<file path="config.mk">
export PLATFORM = sky130hd
export DESIGN_NAME = cal_calendar
export DESIGN_NICKNAME = d
export VERILOG_FILES = /design/src/rtl/cal_pkg.sv /design/src/rtl/cal_bcd_field.sv /design/src/rtl/cal_datapath.sv /design/src/rtl/cal_ctrl.sv /design/src/rtl/cal_calendar.sv
export SDC_FILE = /design/constraint.sdc
export NUM_CORES = 1
export LEC_CHECK = 0
export ABC_AREA = 1
export BUFFER_PORTS_ARGS = -buffer_cell sky130_fd_sc_hd__buf_2
export CORE_UTILIZATION = 45
export CTS_BUF_LIST = sky130_fd_sc_hd__clkbuf_4
export DETAILED_ROUTE_END_ITERATION = 16
export GPL_ROUTABILITY_DRIVEN = 0
export SYNTH_ARGS = -nofsm -noshare
export SYNTH_HDL_FRONTEND = slang
export SYNTH_SLANG_ARGS = --single-unit
</file>
<file path="constraint.sdc">
create_clock -name clk -period 2.6 [get_ports clk]
set_input_delay 0.26 -clock clk [delete_from_list [all_inputs] [get_ports clk]]
set_output_delay 0.26 -clock clk [all_outputs]
set_load 0.03 [all_outputs]
</file>
<file path="src/rtl/cal_pkg.sv">
`timescale 1ns/1ps
package cal_pkg;

  localparam int WORD_W = 24;

  localparam logic [1:0] ADDR_TIME   = 2'd0;
  localparam logic [1:0] ADDR_DATE   = 2'd1;
  localparam logic [1:0] ADDR_DIV    = 2'd2;
  localparam logic [1:0] ADDR_STATUS = 2'd3;

  localparam int ST_INIT_REQ = 7;
  localparam int ST_INIT_ACT = 6;
  localparam int ST_SYNCED   = 5;
  localparam int ST_CAL_SET  = 4;

  // strobes from control to datapath
  typedef struct packed {
    logic tick;
    logic loadTime;
    logic loadDate;
  } calStrobe_t;

  typedef struct packed {
    logic [7:0] year;
    logic [2:0] wday;
    logic [4:0] month;
    logic [5:0] mday;
    logic [5:0] hours;
    logic [6:0] mins;
    logic [6:0] secs;
  } calFields_t;

  function automatic logic [7:0] bcdInc8(input logic [7:0] v);
    if (v[3:0] >= 4'd9) bcdInc8 = {v[7:4] + 4'd1, 4'd0};
    else                bcdInc8 = {v[7:4], v[3:0] + 4'd1};
  endfunction

  // last BCD day of a BCD month; leap when the BCD year is a multiple of 4
  function automatic logic [5:0] monthEnd(input logic [4:0] m, input logic [7:0] y);
    logic leap;
    if (y[4]) leap = (y[3:0] == 4'd2) || (y[3:0] == 4'd6);
    else      leap = (y[3:0] == 4'd0) || (y[3:0] == 4'd4) || (y[3:0] == 4'd8);
    case (m)
      5'h02:                      monthEnd = leap ? 6'h29 : 6'h28;
      5'h04, 5'h06, 5'h09, 5'h11: monthEnd = 6'h30;
      default:                    monthEnd = 6'h31;
    endcase
  endfunction

endpackage

</file>
<file path="src/rtl/cal_bcd_field.sv">
`timescale 1ns/1ps
module cal_bcd_field
  import cal_pkg::*;
#(
  parameter int         W        = 7,
  parameter logic [7:0] RST_VAL  = 8'h00,
  parameter logic [7:0] WRAP_VAL = 8'h00
) (
  input  logic         clk,
  input  logic         rstN,
  input  logic         load,
  input  logic [W-1:0] loadVal,
  input  logic         inc,
  input  logic [W-1:0] maxVal,
  output logic [W-1:0] value,
  output logic         atMax
);

  logic [7:0] wide;
  logic [7:0] nextWide;

  always_comb begin
    wide     = 8'(value);
    nextWide = bcdInc8(wide);
  end

  assign atMax = (value >= maxVal);

  always_ff @(posedge clk or negedge rstN) begin
    if (!rstN)     value <= RST_VAL[W-1:0];
    else if (load) value <= loadVal;
    else if (inc)  value <= atMax ? WRAP_VAL[W-1:0] : nextWide[W-1:0];
  end

endmodule

</file>
<file path="src/rtl/cal_datapath.sv">
`timescale 1ns/1ps
module cal_datapath
  import cal_pkg::*;
(
  input  logic       clk,
  input  logic       rstN,
  input  calStrobe_t strobe,
  input  calFields_t wrFields,
  output calFields_t curr
);

  logic secMax, minMax, hourMax, dayMax, monMax, yearMax;
  logic incMin, incHour, incDay, incMon, incYear;
  logic [5:0] dayLimit;

  assign incMin  = strobe.tick & secMax;
  assign incHour = incMin & minMax;
  assign incDay  = incHour & hourMax;
  assign incMon  = incDay & dayMax;
  assign incYear = incMon & monMax;
  assign dayLimit = monthEnd(curr.month, curr.year);

  cal_bcd_field #(.W(7), .RST_VAL(8'h00), .WRAP_VAL(8'h00)) u_sec (
    .clk(clk), .rstN(rstN), .load(strobe.loadTime), .loadVal(wrFields.secs),
    .inc(strobe.tick), .maxVal(7'h59), .value(curr.secs), .atMax(secMax));

  cal_bcd_field #(.W(7), .RST_VAL(8'h00), .WRAP_VAL(8'h00)) u_min (
    .clk(clk), .rstN(rstN), .load(strobe.loadTime), .loadVal(wrFields.mins),
    .inc(incMin), .maxVal(7'h59), .value(curr.mins), .atMax(minMax));

  cal_bcd_field #(.W(6), .RST_VAL(8'h00), .WRAP_VAL(8'h00)) u_hour (
    .clk(clk), .rstN(rstN), .load(strobe.loadTime), .loadVal(wrFields.hours),
    .inc(incHour), .maxVal(6'h23), .value(curr.hours), .atMax(hourMax));

  cal_bcd_field #(.W(6), .RST_VAL(8'h01), .WRAP_VAL(8'h01)) u_day (
    .clk(clk), .rstN(rstN), .load(strobe.loadDate), .loadVal(wrFields.mday),
    .inc(incDay), .maxVal(dayLimit), .value(curr.mday), .atMax(dayMax));

  cal_bcd_field #(.W(5), .RST_VAL(8'h01), .WRAP_VAL(8'h01)) u_mon (
    .clk(clk), .rstN(rstN), .load(strobe.loadDate), .loadVal(wrFields.month),
    .inc(incMon), .maxVal(5'h12), .value(curr.month), .atMax(monMax));

  cal_bcd_field #(.W(8), .RST_VAL(8'h00), .WRAP_VAL(8'h00)) u_year (
    .clk(clk), .rstN(rstN), .load(strobe.loadDate), .loadVal(wrFields.year),
    .inc(incYear), .maxVal(8'h99), .value(curr.year), .atMax(yearMax));

  // weekday: binary 1..7, advances with the day of month
  always_ff @(posedge clk or negedge rstN) begin
    if (!rstN)                curr.wday <= 3'd1;
    else if (strobe.loadDate) curr.wday <= wrFields.wday;
    else if (incDay)          curr.wday <= (curr.wday >= 3'd7) ? 3'd1 : curr.wday + 3'd1;
  end

  logic unusedYearMax;
  assign unusedYearMax = yearMax;

endmodule

</file>
<file path="src/rtl/cal_ctrl.sv">
`timescale 1ns/1ps
module cal_ctrl
  import cal_pkg::*;
#(
  parameter int                 ASYNC_W   = 7,
  parameter int                 SYNC_W    = 15,
  parameter logic [ASYNC_W-1:0] ASYNC_RST = '1,
  parameter logic [SYNC_W-1:0]  SYNC_RST  = SYNC_W'(255)
) (
  input  logic               clk,
  input  logic               rstN,
  input  logic               regWr,
  input  logic [1:0]         regAddr,
  input  logic               wrInitBit,
  input  logic               wrSyncBit,
  input  logic [ASYNC_W-1:0] wrAsync,
  input  logic [SYNC_W-1:0]  wrSyncDiv,
  output calStrobe_t         strobe,
  output logic               initReq,
  output logic               initActive,
  output logic               syncFlag,
  output logic [ASYNC_W-1:0] aDiv,
  output logic [SYNC_W-1:0]  sDiv
);

  logic wrStatus, wrDiv, reqDly, exitPulse, running, refreshDly, tick;
  logic [ASYNC_W-1:0] aCnt;
  logic [SYNC_W-1:0]  sCnt;

  assign wrStatus  = regWr && (regAddr == ADDR_STATUS);
  assign wrDiv     = regWr && (regAddr == ADDR_DIV) && initActive;
  assign exitPulse = initActive && !initReq;
  assign running   = !initReq && !initActive;
  assign tick      = running && (aCnt == aDiv) && (sCnt == sDiv);

  always_comb begin
    strobe.tick     = tick;
    strobe.loadTime = regWr && (regAddr == ADDR_TIME) && initActive;
    strobe.loadDate = regWr && (regAddr == ADDR_DATE) && initActive;
  end

  // init request / acknowledge, two edges to enter, one to leave
  always_ff @(posedge clk or negedge rstN) begin
    if (!rstN) begin
      initReq    <= 1'b0;
      reqDly     <= 1'b0;
      initActive <= 1'b0;
    end else begin
      if (wrStatus) initReq <= wrInitBit;
      reqDly     <= initReq;
      initActive <= initReq && reqDly;
    end
  end

  always_ff @(posedge clk or negedge rstN) begin
    if (!rstN) begin
      aDiv <= ASYNC_RST;
      sDiv <= SYNC_RST;
    end else if (wrDiv) begin
      aDiv <= wrAsync;
      sDiv <= wrSyncDiv;
    end
  end

  // two-stage divider, phase restarts whenever counting is frozen
  always_ff @(posedge clk or negedge rstN) begin
    if (!rstN) begin
      aCnt <= '0;
      sCnt <= '0;
    end else if (!running) begin
      aCnt <= '0;
      sCnt <= '0;
    end else if (aCnt == aDiv) begin
      aCnt <= '0;
      sCnt <= (sCnt == sDiv) ? '0 : sCnt + 1'b1;
    end else begin
      aCnt <= aCnt + 1'b1;
    end
  end

  always_ff @(posedge clk or negedge rstN) begin
    if (!rstN) begin
      refreshDly <= 1'b0;
      syncFlag   <= 1'b0;
    end else begin
      refreshDly <= tick || exitPulse;
      if (refreshDly)                  syncFlag <= 1'b1;
      else if (wrStatus && !wrSyncBit) syncFlag <= 1'b0;
    end
  end

endmodule

</file>
<file path="src/rtl/cal_calendar.sv">
`timescale 1ns/1ps
module cal_calendar
  import cal_pkg::*;
#(
  parameter int                 ASYNC_W   = 7,
  parameter int                 SYNC_W    = 15,
  parameter logic [ASYNC_W-1:0] ASYNC_RST = 7'h7F,
  parameter logic [SYNC_W-1:0]  SYNC_RST  = 15'h00FF
) (
  input  logic              clk,
  input  logic              rstN,
  input  logic [1:0]        regAddr,
  input  logic              regWr,
  input  logic [WORD_W-1:0] regWdata,
  output logic [WORD_W-1:0] regRdata
);

  calStrobe_t strobe;
  calFields_t wrFields, curr;
  logic initReq, initActive, syncFlag, yearNz;
  logic [ASYNC_W-1:0] aDiv;
  logic [SYNC_W-1:0]  sDiv;
  logic [WORD_W-1:0]  timeWord, dateWord, divWord, statusWord;

  always_comb begin
    wrFields.secs  = regWdata[6:0];
    wrFields.mins  = regWdata[14:8];
    wrFields.hours = regWdata[21:16];
    wrFields.mday  = regWdata[5:0];
    wrFields.month = regWdata[12:8];
    wrFields.wday  = regWdata[15:13];
    wrFields.year  = regWdata[23:16];
  end

  cal_ctrl #(
    .ASYNC_W(ASYNC_W), .SYNC_W(SYNC_W), .ASYNC_RST(ASYNC_RST), .SYNC_RST(SYNC_RST)
  ) u_ctrl (
    .clk(clk), .rstN(rstN), .regWr(regWr), .regAddr(regAddr),
    .wrInitBit(regWdata[ST_INIT_REQ]), .wrSyncBit(regWdata[ST_SYNCED]),
    .wrAsync(regWdata[16 +: ASYNC_W]), .wrSyncDiv(regWdata[0 +: SYNC_W]),
    .strobe(strobe), .initReq(initReq), .initActive(initActive), .syncFlag(syncFlag),
    .aDiv(aDiv), .sDiv(sDiv)
  );

  cal_datapath u_dp (
    .clk(clk), .rstN(rstN), .strobe(strobe), .wrFields(wrFields), .curr(curr)
  );

  assign yearNz = (curr.year != 8'h00);

  always_comb begin
    timeWord   = {2'b00, curr.hours, 1'b0, curr.mins, 1'b0, curr.secs};
    dateWord   = {curr.year, curr.wday, curr.month, 2'b00, curr.mday};
    statusWord = '0;
    statusWord[ST_INIT_REQ] = initReq;
    statusWord[ST_INIT_ACT] = initActive;
    statusWord[ST_SYNCED]   = syncFlag;
    statusWord[ST_CAL_SET]  = yearNz;
    divWord = '0;
    divWord[16 +: ASYNC_W] = aDiv;
    divWord[0 +: SYNC_W]   = sDiv;
    case (regAddr)
      ADDR_TIME: regRdata = timeWord;
      ADDR_DATE: regRdata = dateWord;
      ADDR_DIV:  regRdata = divWord;
      default:   regRdata = statusWord;
    endcase
  end

endmodule

</file>
==> flow_metrics.tcl <==
set metrics [dict create \
    post-route-drc-count 0 \
    hold_path.class "input pin to flop" \
    crit_fanout 4 \
    num_vias 5771 \
    cap_violations 0 \
    netlist_instances 821 \
    dr.pass1.iters 4 \
    yosys.cell_types.count 41 \
    critPathKind "flop to flop" \
    start_kind "flop" \
    yosysSeqAreaShare_pct 37.6 \
    grtUsageTotal_pct 25.9 \
    finalMaxSlewViolations 0 \
    critPathMaxStageDelay_ps 580 \
    cp.arrival_ps 2820 \
    fp.dieH_um 119 \
    reg2reg_depth 12 \
    power_leakage_nw 3.35 \
    core_um2 13200 \
    layout-drive-gt1-share_pct 15.1 \
    cts_tree "done" \
    viasPerCell 5.39 \
    rows 42 \
    max_freq_mhz 414 \
    outcome "completed" \
    dpl.hpwl_um 13400 \
    synth_area_um2 6110 \
    final-setup-viol-count 0 \
    finalPower_mw 4.93 \
    cts-buffers-inserted 9 \
    vdd_drop_max_uv 306 \
    antenna_found_initial 1 \
    drt_iter0_markers 455 \
    async_flop_share_pct 100 \
    post_dp_cell_area_um2 6640 \
    hold_viol 0 \
    cp-end-kind "flop" \
    critPathRequiredTime_ps 3010 \
    cp.depth 12 \
    crit_path_top_delay_cell "dfstp_2" \
    grt_remaining_overflow 0 \
    power_density_nw_per_um2 714 \
    fp.dieArea_um2 14100 \
    postRouteAntennaNets 0 \
    clock_sinks 91 \
    clkTransAtPathRegs_ps 150 \
    synth-edff-count 0 \
    nets 955 \
    finalCriticalPeriod_ps 2410 \
    crit_buf_inv 2 \
    die_w_um 119 \
    io_pins 53 \
    grt_max_degree 41 \
    worstMarginPinSlew_ps 601 \
    wire_per_inst_um 16.2 \
    synth_nets 887 \
    synthFlopType "dfrtp_1" \
    yosys_warnings 0 \
    worst_path_dominant_cell_family "flip-flops" \
    finalWirelength_um 17400 \
    ys_ff_latch 91 \
    syn_avg_cell_area_um2 7.45 \
    cts_root_buffer "clkbuf_4" \
    htreeDepth 3 \
    min_delay_path_depth 3 \
    initial_core_util_pct 46.2 \
    relSlewSlack_pct 59.6 \
    numPortBuffers 52 \
    grt_pass1_wl_um 28200 \
    timing.final.crit_share_pct 92.8 \
    syn_to_final_growth_pct 13.0 \
    skew_ps 19.1 \
    timing.critical_path.cells "inv_1 -> ha_1 -> nand3_1 -> ha_1 -> a21oi_1 -> o21ai_0 -> a21oi_2 -> nand3_2 -> nor2_2 -> buf_4 -> nand3_1 -> o211ai_1" \
    clock_path_buffers 2 \
    grt_pass1_vias 5388 \
    final_area_um2 6910 \
    clk_latency_ps 490 \
]
[registers in the layout, indices dropped and copies added (netlist names)]
name / flops
u_ctrl.sDiv: 15
u_dp.u_day.value: 6
u_ctrl.refreshDly: 1
u_ctrl.sCnt: 15
u_ctrl.aDiv: 7
u_dp.u_hour.value: 6
u_dp.curr: 3
u_ctrl.initReq: 1
u_ctrl.reqDly: 1
u_dp.u_year.value: 8
u_dp.u_min.value: 7
u_ctrl.initActive: 1
u_dp.u_mon.value: 5
u_ctrl.syncFlag: 1
u_ctrl.aCnt: 7
u_dp.u_sec.value: 7
[final timing paths]
kind / slack, ps / from / endpoint
min in group asynchronous: 210 / rstN / u_ctrl.reqDly$_DFF_PN0_
min reg2reg: 480 / u_ctrl.reqDly$_DFF_PN0_ / u_ctrl.initActive$_DFF_PN0_
max reg2reg: 190 / u_dp.u_mon.value[0]$_DFFE_PN1P_ / u_dp.u_day.value[1]$_DFFE_PN0P_
min: 30 / regWdata[15] / u_dp.curr[33]$_DFFE_PN0P_
max in group asynchronous: 1640 / rstN / u_ctrl.aDiv[3]$_DFFE_PN1P_
max: 190 / u_dp.u_mon.value[0]$_DFFE_PN1P_ / u_dp.u_day.value[1]$_DFFE_PN0P_
[cells in the mapped netlist (all sizes together), types with 5 or more instances]
library cell  number  area (um^2)
clkbuf            11         41.3
o211ai             9         67.6
nor3              12         65.1
nand4             11         81.3
xnor2             11         96.3
dfstp             18          473
o221ai            24          210
xor2              15          131
nand2            204          786
ha                37          463
buf                5         32.5
nand3             47          235
dfrtp             73         1830
nor2              63          298
o22ai             25          156
a31oi             10         62.6
a21oi             17         85.1
inv              147          554
o21ai             67          335
[what timing repair did]
action / 4_1_cts / 5_1_grt
setup buffers: 0 / 4
hold endpoints to repair: 26 / 0
setup endpoints to repair: 0 / 19
hold buffers: 3 / 0
gates resized for setup: 0 / 6
[report_power, final]
group,total [mW],internal [mW],switching [mW]
clock network,1.03,0.492,0.542
registers,2.05,1.75,0.304
logic,1.85,0.653,1.19
[placed cells by master (no fill, tap or decap), types with 24 or more instances in the layout]
master / instances
ha_1: 37
o221ai_1: 24
dfrtp_1: 72
o22ai_1: 25
nor2_1: 51
nand2_1: 199
inv_1: 139
buf_2: 51
nand3_1: 46
o21ai_0: 60
[through the flow]
step | worst slack [ps] | hold slack, ps | cells | utilization (%) | setup TNS (ps)
2_1_floorplan | 286 | -35.6 | 821 | - | 0
3_3_place_gp | 176 | 203 | 1047 | 50.2 | 0
3_5_place_dp | 94.2 | 210 | 1047 | 50.2 | 0
4_1_cts | 69.9 | 4.54 | 1066 | 51.8 | 0
5_1_grt | -24.1 | 37.8 | 1071 | 52.2 | -24.1
6_report | 186 | 31.7 | 1071 | 52.2 | 0
[logic make-up after synthesis]
logic type	synth area share, %
compound gates	16.6
buf+inv	10.3
xor+xnor	3.72
flops	37.6
fa+ha+maj	7.57
simple gates	24.2
[worst reg2reg max path: cells and delay by family (launching register included)]
kind / cells / cell delay (ps)
AOI/OAI and AO/OA: 4 / 570
and+or+nand+nor: 4 / 500
adders and majority gates: 2 / 470
buffers and inverters: 2 / 220
DFF: 1 / 580
[per-layer routing]
| layer | vias up | wire length (um) | GRT usage [%] |
|---|---|---|---|
| met1 | 2761 | 8470 | 37.4 |
| met5 | - | 0 | 0 |
| met4 | 0 | 323 | 8.94 |
| met3 | 22 | 828 | 3.67 |
| met2 | 150 | 7750 | 39.4 |
| li1 | 2838 | - | - |
[area by class of cell]
type	instances	area (um^2)
diodes	1	2.50
clock buffers	9	67.6
clock inverters	7	124
fillers	1333	6330
inverters	148	558
multi-input cells	566	3200
flip-flops and latches	91	2300
well taps	176	220
repair buffers	73	440
(Power assumes the default switching activity.)
